**config.mk**
```make
export PLATFORM = sky130hd
export DESIGN_NAME = mdio_master
export DESIGN_NICKNAME = d
export VERILOG_FILES = /design/src/rtl/mdio_pkg.sv /design/src/rtl/mdio_mdc_gen.sv /design/src/rtl/mdio_in_sync.sv /design/src/rtl/mdio_frame_ctl.sv /design/src/rtl/mdio_master.sv
export SDC_FILE = /design/constraint.sdc
export NUM_CORES = 1
export LEC_CHECK = 0
export BUFFER_PORTS_ARGS = -buffer_cell sky130_fd_sc_hd__buf_4
export CAP_MARGIN = 20
export CORE_MARGIN = 8
export CORE_UTILIZATION = 60
export CTS_BUF_LIST = sky130_fd_sc_hd__clkbuf_8
export DETAILED_ROUTE_END_ITERATION = 6
export HOLD_SLACK_MARGIN = 0.08
export PLACE_DENSITY = 0.81
export SYNTH_ARGS = -nofsm -noshare
export SYNTH_HDL_FRONTEND = slang
export SYNTH_SLANG_ARGS = --single-unit
```
**constraint.sdc**
```tcl
create_clock -name clk -period 2.6 [get_ports clk]
set_input_delay 0.13 -clock clk [delete_from_list [all_inputs] [get_ports clk]]
set_output_delay 0.13 -clock clk [all_outputs]
set_load 0.01 [all_outputs]
```
**src/rtl/mdio_pkg.sv**
```systemverilog
package mdio_pkg;
  localparam int unsigned FRAME_SLOTS = 64;
  localparam int unsigned SLOT_W      = $clog2(FRAME_SLOTS);
  localparam int unsigned ADDR_W      = 5;
  localparam int unsigned DATA_W      = 16;
  localparam int unsigned TA_SLOT     = 46;
  localparam int unsigned DATA_SLOT   = TA_SLOT + 2;
  localparam int unsigned LAST_SLOT   = FRAME_SLOTS - 1;

  typedef enum logic {
    ST_IDLE = 1'b0,
    ST_RUN  = 1'b1
  } mst_state_e;

  // Full outgoing bit pattern, slot 0 in the MSB.
  function automatic logic [FRAME_SLOTS-1:0] build_frame(
    input logic              is_read,
    input logic [ADDR_W-1:0] phy,
    input logic [ADDR_W-1:0] regad,
    input logic [DATA_W-1:0] wd
  );
    logic [1:0] op;
    op = is_read ? 2'b10 : 2'b01;
    return {32'hFFFF_FFFF, 2'b01, op, phy, regad, 2'b10, wd};
  endfunction
endpackage

```
**src/rtl/mdio_mdc_gen.sv**
```systemverilog
module mdio_mdc_gen #(
  parameter int unsigned HALF_DIV = 40
) (
  input  logic clk,
  input  logic rst_n,
  input  logic run,
  output logic mdc,
  output logic end_high
);
  localparam int unsigned CNT_W = (HALF_DIV > 2) ? $clog2(HALF_DIV) : 2;
  localparam logic [CNT_W-1:0] CNT_LAST = CNT_W'(HALF_DIV - 1);

  if (HALF_DIV < 3) begin : g_bad_div
    $error("HALF_DIV must be at least 3");
  end

  logic [CNT_W-1:0] cnt_q, cnt_d;
  logic             mdc_q, mdc_d;
  logic             at_last;

  assign at_last = (cnt_q == CNT_LAST);

  always_comb begin
    cnt_d = cnt_q;
    mdc_d = mdc_q;
    if (!run) begin
      cnt_d = '0;
      mdc_d = 1'b0;
    end else if (at_last) begin
      cnt_d = '0;
      mdc_d = ~mdc_q;
    end else begin
      cnt_d = cnt_q + 1'b1;
    end
  end

  always_ff @(posedge clk or negedge rst_n) begin
    if (!rst_n) begin
      cnt_q <= '0;
      mdc_q <= 1'b0;
    end else begin
      cnt_q <= cnt_d;
      mdc_q <= mdc_d;
    end
  end

  assign mdc      = mdc_q;
  assign end_high = run & mdc_q & at_last;
endmodule

```
**src/rtl/mdio_in_sync.sv**
```systemverilog
module mdio_in_sync #(
  parameter int unsigned STAGES = 2
) (
  input  logic clk,
  input  logic rst_n,
  input  logic din,
  output logic dout
);
  logic [STAGES-1:0] pipe_q;

  for (genvar i = 0; i < STAGES; i++) begin : g_stage
    if (i == 0) begin : g_first
      always_ff @(posedge clk or negedge rst_n) begin
        if (!rst_n) pipe_q[i] <= 1'b1;
        else        pipe_q[i] <= din;
      end
    end else begin : g_next
      always_ff @(posedge clk or negedge rst_n) begin
        if (!rst_n) pipe_q[i] <= 1'b1;
        else        pipe_q[i] <= pipe_q[i-1];
      end
    end
  end

  assign dout = pipe_q[STAGES-1];
endmodule

```
**src/rtl/mdio_frame_ctl.sv**
```systemverilog
module mdio_frame_ctl
  import mdio_pkg::*;
(
  input  logic              clk,
  input  logic              rst_n,
  input  logic              start,
  input  logic              rd,
  input  logic [ADDR_W-1:0] phy_addr,
  input  logic [ADDR_W-1:0] reg_addr,
  input  logic [DATA_W-1:0] wdata,
  input  logic              end_high,
  input  logic              din,
  output logic              run,
  output logic              line_o,
  output logic              line_oe,
  output logic              done,
  output logic [DATA_W-1:0] rdata
);
  localparam logic [SLOT_W-1:0] SLOT_TA   = SLOT_W'(TA_SLOT);
  localparam logic [SLOT_W-1:0] SLOT_DATA = SLOT_W'(DATA_SLOT);
  localparam logic [SLOT_W-1:0] SLOT_END  = SLOT_W'(LAST_SLOT);

  mst_state_e             state_q, state_d;
  logic [SLOT_W-1:0]      slot_q, slot_d;
  logic [FRAME_SLOTS-1:0] sh_q, sh_d;
  logic                   rd_q, rd_d;
  logic [DATA_W-1:0]      cap_q, cap_d;
  logic [DATA_W-1:0]      rdata_q, rdata_d;
  logic                   done_q, done_d;
  logic [DATA_W-1:0]      cap_next;

  assign cap_next = {cap_q[DATA_W-2:0], din};

  always_comb begin
    state_d = state_q;
    slot_d  = slot_q;
    sh_d    = sh_q;
    rd_d    = rd_q;
    cap_d   = cap_q;
    rdata_d = rdata_q;
    done_d  = 1'b0;
    unique case (state_q)
      ST_IDLE: begin
        if (start) begin
          state_d = ST_RUN;
          slot_d  = '0;
          rd_d    = rd;
          cap_d   = '0;
          sh_d    = build_frame(rd, phy_addr, reg_addr, rd ? '0 : wdata);
        end
      end
      ST_RUN: begin
        if (end_high) begin
          if (rd_q && (slot_q >= SLOT_DATA)) cap_d = cap_next;
          if (slot_q == SLOT_END) begin
            state_d = ST_IDLE;
            done_d  = 1'b1;
            if (rd_q) rdata_d = cap_next;
          end else begin
            slot_d = slot_q + 1'b1;
            sh_d   = {sh_q[FRAME_SLOTS-2:0], 1'b0};
          end
        end
      end
      default: state_d = ST_IDLE;
    endcase
  end

  always_ff @(posedge clk or negedge rst_n) begin
    if (!rst_n) begin
      state_q <= ST_IDLE;
      slot_q  <= '0;
      sh_q    <= '0;
      rd_q    <= 1'b0;
      cap_q   <= '0;
      rdata_q <= '0;
      done_q  <= 1'b0;
    end else begin
      state_q <= state_d;
      slot_q  <= slot_d;
      sh_q    <= sh_d;
      rd_q    <= rd_d;
      cap_q   <= cap_d;
      rdata_q <= rdata_d;
      done_q  <= done_d;
    end
  end

  assign run     = (state_q == ST_RUN);
  assign line_oe = run && !(rd_q && (slot_q >= SLOT_TA));
  assign line_o  = line_oe & sh_q[FRAME_SLOTS-1];
  assign done    = done_q;
  assign rdata   = rdata_q;
endmodule

```
**src/rtl/mdio_master.sv**
```systemverilog
module mdio_master
  import mdio_pkg::*;
#(
  parameter int unsigned HALF_DIV    = 40,
  parameter int unsigned SYNC_STAGES = 2
) (
  input  logic              clk,
  input  logic              rst_n,
  input  logic              start,
  input  logic              rd,
  input  logic [ADDR_W-1:0] phy_addr,
  input  logic [ADDR_W-1:0] reg_addr,
  input  logic [DATA_W-1:0] wdata,
  output logic [DATA_W-1:0] rdata,
  output logic              busy,
  output logic              done,
  output logic              mdc,
  output logic              mdio_o,
  output logic              mdio_oe,
  input  logic              mdio_i
);
  logic run;
  logic end_high;
  logic din_sync;

  mdio_mdc_gen #(.HALF_DIV(HALF_DIV)) u_clkgen (
    .clk      (clk),
    .rst_n    (rst_n),
    .run      (run),
    .mdc      (mdc),
    .end_high (end_high)
  );

  mdio_in_sync #(.STAGES(SYNC_STAGES)) u_sync (
    .clk   (clk),
    .rst_n (rst_n),
    .din   (mdio_i),
    .dout  (din_sync)
  );

  mdio_frame_ctl u_frame (
    .clk      (clk),
    .rst_n    (rst_n),
    .start    (start),
    .rd       (rd),
    .phy_addr (phy_addr),
    .reg_addr (reg_addr),
    .wdata    (wdata),
    .end_high (end_high),
    .din      (din_sync),
    .run      (run),
    .line_o   (mdio_o),
    .line_oe  (mdio_oe),
    .done     (done),
    .rdata    (rdata)
  );

  assign busy = run;
endmodule

```
# Word level (Yosys, flattened, before mapping)

Cells that the tools add are included.

Flip-flop bits (word level): 113
Output and inout port bits: 21
Word-level logic and storage cells: 60

Add/sub/neg operators: 2
$lt $le $gt $ge: 2
Eq/ne operators: 7
Mux-type cells: 25
Bitwise operators: 5
Reductions and logical operators: 8

Operators by type and width:

| cell                                                     | number |
|---|---|
| 2-to-1 mux 64 bit                                        | 3 |
| one-hot mux 64 bit (2 select lines)                      | 1 |
| 2-to-1 mux 15 bit                                        | 3 |
| 2-to-1 mux 6 bit                                         | 5 |
| one-hot mux 15 bit (2 select lines)                      | 1 |
| 2-to-1 mux 16 bit                                        | 1 |
| adder 6 x 1 -> 6 bit, second input constant              | 2 |
| equality test 6 bit, second input constant               | 2 |
| greater-or-equal comparator 6 bit, second input constant | 2 |
| one-hot mux 6 bit (2 select lines)                       | 1 |
| inequality test 2 bit, second input constant             | 5 |
| 2-to-1 mux 1 bit                                         | 8 |
| AND reduction 3 bit                                      | 2 |
| AND reduction 4 bit                                      | 1 |
| AND 1 bit                                                | 3 |
| logical AND 1 bit                                        | 3 |
| 2-to-1 mux 2 bit                                         | 1 |
| inverter 1 bit                                           | 2 |
| one-hot mux 1 bit (2 select lines)                       | 1 |
| AND reduction 2 bit                                      | 1 |
| logical NOT 1 bit                                        | 1 |

# Longest topological paths before layout

Depth in word-level cells: 5
Depth in mapped cells: 7
Mapped depth without buffers: 5

# Modules after synthesis

Synthesis repeated with hierarchy kept, for this count alone.

Cells, all modules: 435
Area total of the unflattened synthesis: 5118.7 um^2

Modules (own cells, without submodules):

| module         | instances | cells an instance | area each (um^2) | sequential area each (um^2) |
|---|---|---|---|---|
| mdio_frame_ctl | 1         | 404               | 4742.0           | 2602.5 |
| mdio_mdc_gen   | 1         | 29                | 324.1            | 175.2 |
| mdio_in_sync   | 1         | 2                 | 52.6             | 52.6 |

# Least setup slack after synthesis

No wires, ideal clock.

Path kind: register -> register
From: register u_frame.slot_q[0]
To: register u_frame.slot_q[2]
Library setup time: 0.126 ns
Arrival time: 1.719 ns
Slack: 0.755 ns
Stages on the path, launching flop included: 7
Path buffers: 1
Clock period less this slack: 1.845 ns
Path through: dfrtp_1 -> ha_1 -> and4_1 -> a211oi_2 -> buf_2 -> a21oi_1 -> a311o_1

Longest elaborated chain between the ends: 4
Elaborated cells on any way between the ends: 7
Classes of those cells: 1 x add/sub; 2 x eq/ne; 3 x mux; 1 x reduce/logical

RTL lines:

| what                               | RTL line             | RTL |
|---|---|---|
| start: declaration                 | mdio_frame_ctl.sv:24 | `logic [SLOT_W-1:0] slot_q, slot_d;` |
| start signal: assignment           | mdio_frame_ctl.sv:80 | `slot_q <= slot_d;` |
| adder 6 x 1 -> 6 bit               | mdio_frame_ctl.sv:60 | `slot_d = slot_q + 1'b1;` |
| 2-to-1 mux 6 bit                   | mdio_frame_ctl.sv:55 | `if (slot_q == SLOT_END) begin` |
| 2-to-1 mux 6 bit                   | mdio_frame_ctl.sv:53 | `if (end_high) begin` |
| one-hot mux 6 bit (2 select lines) | mdio_frame_ctl.sv:42 | `unique case (state_q)` |

Several ways; a longest one is shown, not always the timed one. The select of a mux whose other input is x is not followed.
A chain may end at the register's enable or synchronous reset.

# Worst setup path in the final report

From: register u_frame.slot_q[1]
To: register u_frame.sh_q[25]

Longest elaborated chain between the ends: 3

RTL lines:

| what                            | RTL line             | RTL |
|---|---|---|
| equality test 6 bit             | mdio_frame_ctl.sv:55 |  |
| inequality test 2 bit (no line) | --                   |  |
| AND reduction 3 bit (no line)   | --                   |  |
| end signal: assignment          | mdio_frame_ctl.sv:73 | `sh_q <= '0;` |
| end signal: assignment          | mdio_frame_ctl.sv:81 | `sh_q <= sh_d;` |
| end: declaration                | mdio_frame_ctl.sv:25 | `logic [FRAME_SLOTS-1:0] sh_q, sh_d;` |

Every way passes these cells.

==> results.md <==
* Starting Density at 61.61%
* Initial antenna violation count at 1
* Critical Path Start: u_frame.slot_q[1]
* Critical Path End Type: flip-flop
* Antenna-violating nets left at 0
* Total I/O pin count at 52
* Final-report hold violation count at 0
* Peak VDD IR at 0.6405 mV
* Die height at 105.1 µm
* Non-Filler Instances at 668
* Num Clock Sinks at 113
* Synth cell types at 38
* Die W at 105.1 µm
* Cell Int Power at 0.003537 W
* # fillers at 498
* Final setup viols at 0
* Slew Viols, Final at 0
* Synth top area share at 58.34%
* Arrival time worst endpoint at 2.56 ns
* # port buffers at 51
* Total track usage at 19.89%
* Max-slew headroom at 53.33%
* Pre-Repair DR Iteration Count at 5
* Clock transition at path regs at 0.07 ns
* Via count at 3,732
* Max cap viols at 0
* CTS tree: yes
* FP Rows at 32
* Post-synth top area cell: dfrtp_1
* Average size of a mapped cell at 10.11 µm²
* Nets at 585
* Switching Fraction at 27.14%
* Layout cells sized above 1 at 18.23%
* Drt initial violations at 218
* Logic pwr share at 15.6%
* Mapped Area at 4761 µm²
* Finished Cell Area at 5976 µm²
* Storage element area at 2830 µm²
* Outcome: complete, no violations
* Clock root buffer: clkbuf_8
* Synth Warn # at 0
* Max Fclk at 0.4506 GHz
* EDFF count, synth at 0
* Setup CP Type: reg -> reg
* Net Switching at 0.001318 W
* Final HPWL DP at 6197 µm
* Async set-reset flop share out of synthesis at 100.0%
* Most common cell after layout, fill and taps aside: dfrtp_1
* Synth area leaders: dfrtp_1, nand2_1, o21ai_0
* Number of global-route vias before repair at 3,787
* Area grow syn2layout at 25.52%
* Mapped Nets at 504
* Setup TNS at 0 ns
* Min-Delay Path Class: in -> async
* DP Area at 5249 µm²
* Worst-margin pin slew at 0.7000 ns
* Synth Instances at 471
* Die Area at 11,040 µm²
* RSZ-0062 raised after global routing: no
* CP Launch Type: flip-flop
* Reg power frac at 49.4%
* Power Dens Cells at 812.4 nW/µm²
* Max FO, Critical Path at 18
* Htree depth at 4
* Seq/Total Area, Yosys at 59.45%
* Number of synthesized register bits at 113
* Fin crit share at 85.36%
* Predominant post-synthesis flop cell: dfrtp_1
* Residual DRC count at 0
* RD Place Congestion at 0.7391
* Fin crit period at 2.219 ns
* Placed Cells at 604
* Max clock buf depth at 2
* Vias per cell at 5.587
* CTS Buf Count at 17
* Clk Latency, worst-skew pair at 0.43 ns
* Clk_skew at 0.01190 ns
* Detailed Route WL at 10,440 µm
* Resize count post-CTS at 0
* First-pass GRT wire length at 17,900 µm
* Pleak at 2.699 nW
* Clk pwr share at 35.0%
* DR WL/cell at 15.63 µm
* Multi-input logic area at 1772 µm²
* Core Region at 7727 µm²
* Grt ovf at 0
* Required time of the critical path at 2.95 ns
* Reg2reg start: u_frame.slot_q[1]
* Largest net degree at the start of global routing at 57
* Most frequent cells in the layout: dfrtp_1, nand2_1, buf_4
* Postcts setup bufs at 0
==> synthesized netlist by cell type, types with 2 or more instances <==
master	instances
a22oi_1	15
nand3_1	29
o21ai_0	52
nand4bb_1	2
and4_1	2
nor2_1	47
dfrtp_1	111
buf_1	3
nor3_1	13
ha_1	2
and2_1	6
nand2_1	75
o21ai_1	13
mux2_1	16
mux2i_1	12
a21oi_1	13
clkbuf_1	18
xnor2_1	3
inv_1	3
nand4_1	4
dfstp_2	2
buf_2	12
xor2_1	3
==> stage by stage <==
step / total power [W] / worst slack [ns] / hold slack, ns / util (%)
after floorplan: 0.002861 / 0.7546 / -0.1656 / -
after global placement: 0.003062 / 0.5281 / 0.2267 / 67.92
after detailed placement: 0.003127 / 0.4540 / 0.2283 / 67.92
after CTS: 0.004864 / 0.4480 / 0.3213 / 77.20
after global routing: 0.005110 / 0.2078 / 0.3465 / 77.33
final: 0.004855 / 0.3807 / 0.3004 / 77.33
==> worst paths after layout <==
check                                    endpoint  slack (ns)  depth (start not counted)
max in group asynchronous        u_frame.sh_q[18]        1.59                          3
worst max-delay path             u_frame.sh_q[25]        0.38                          5
worst min register to register        u_sync.dout        0.36                          0
min in group clk                 u_sync.pipe_q[0]        0.35                          2
worst max register to register   u_frame.sh_q[25]        0.38                          5
worst min-delay path            u_frame.rdata[13]        0.30                          2
==> per-layer routing <==
layer	global-route usage [%]	vias up	wire length (µm)
met5	0	-	0
met1	24.25	1799	4462
met3	5.221	25	513
met2	31.86	124	5205
met4	10.50	0	259
li1	-	1784	-
==> sequential cells by signal, summed over array words and instances (netlist names) <==
register / count
u_clkgen.cnt_q: 6
u_clkgen.mdc: 1
u_frame.cap_q: 15
u_frame.done: 1
u_frame.rd_q: 1
u_frame.rdata: 16
u_frame.run: 1
u_frame.sh_q: 64
u_frame.slot_q: 6
u_sync.dout: 1
u_sync.pipe_q: 1
==> repair_timing <==
item	4_1_cts	5_1_grt
hold endpoints to repair	83	0
setup endpoints to repair	0	0
hold buffers	30	0
==> power by group through the flow <==
stage                     registers [W]  logic [W]  clock network (W)
after global placement          0.00240   0.000663                  0
after global routing            0.00244   0.000867            0.00180
final                           0.00240   0.000756            0.00170
after floorplan                 0.00235   0.000511                  0
after CTS                       0.00239   0.000752            0.00172
after detailed placement        0.00241   0.000713                  0
==> area by class of cell <==
type | count | share of cell area [%]
multi-input combinational | 320 | 29.65
sequential | 113 | 47.36
antenna | 1 | 0.04188
clock inverter | 12 | 2.366
inverter | 3 | 0.1884
clock buffer | 20 | 4.606
tap | 102 | 2.136
timing repair buffer | 97 | 13.65
==> worst max-delay path, cell delays in order (launching register included) <==
cell and delay [ns]:
dfrtp_1 0.41, ha_1 0.26, and4_1 0.30, a211o_1 0.51, nand2_1 0.39, a21oi_1 0.26
==> kinds of logic (layout without fill, tap and decap cells) <==
logic type / Yosys count / after routing / synth area share (%)
AO/OA/AOI/OAI: 102 / 102 / 12.25
XOR/XNOR: 6 / 6 / 1.104
adder cells (fa/ha/maj): 2 / 2 / 0.5255
buffers and inverters: 38 / 132 / 3.548
flip-flops: 113 / 113 / 59.45
multiplexers: 28 / 28 / 6.308
other: 0 / 1 / 0
AND/OR/NAND/NOR: 182 / 182 / 16.82
Note: power is estimated with default switching activity, not from simulation.
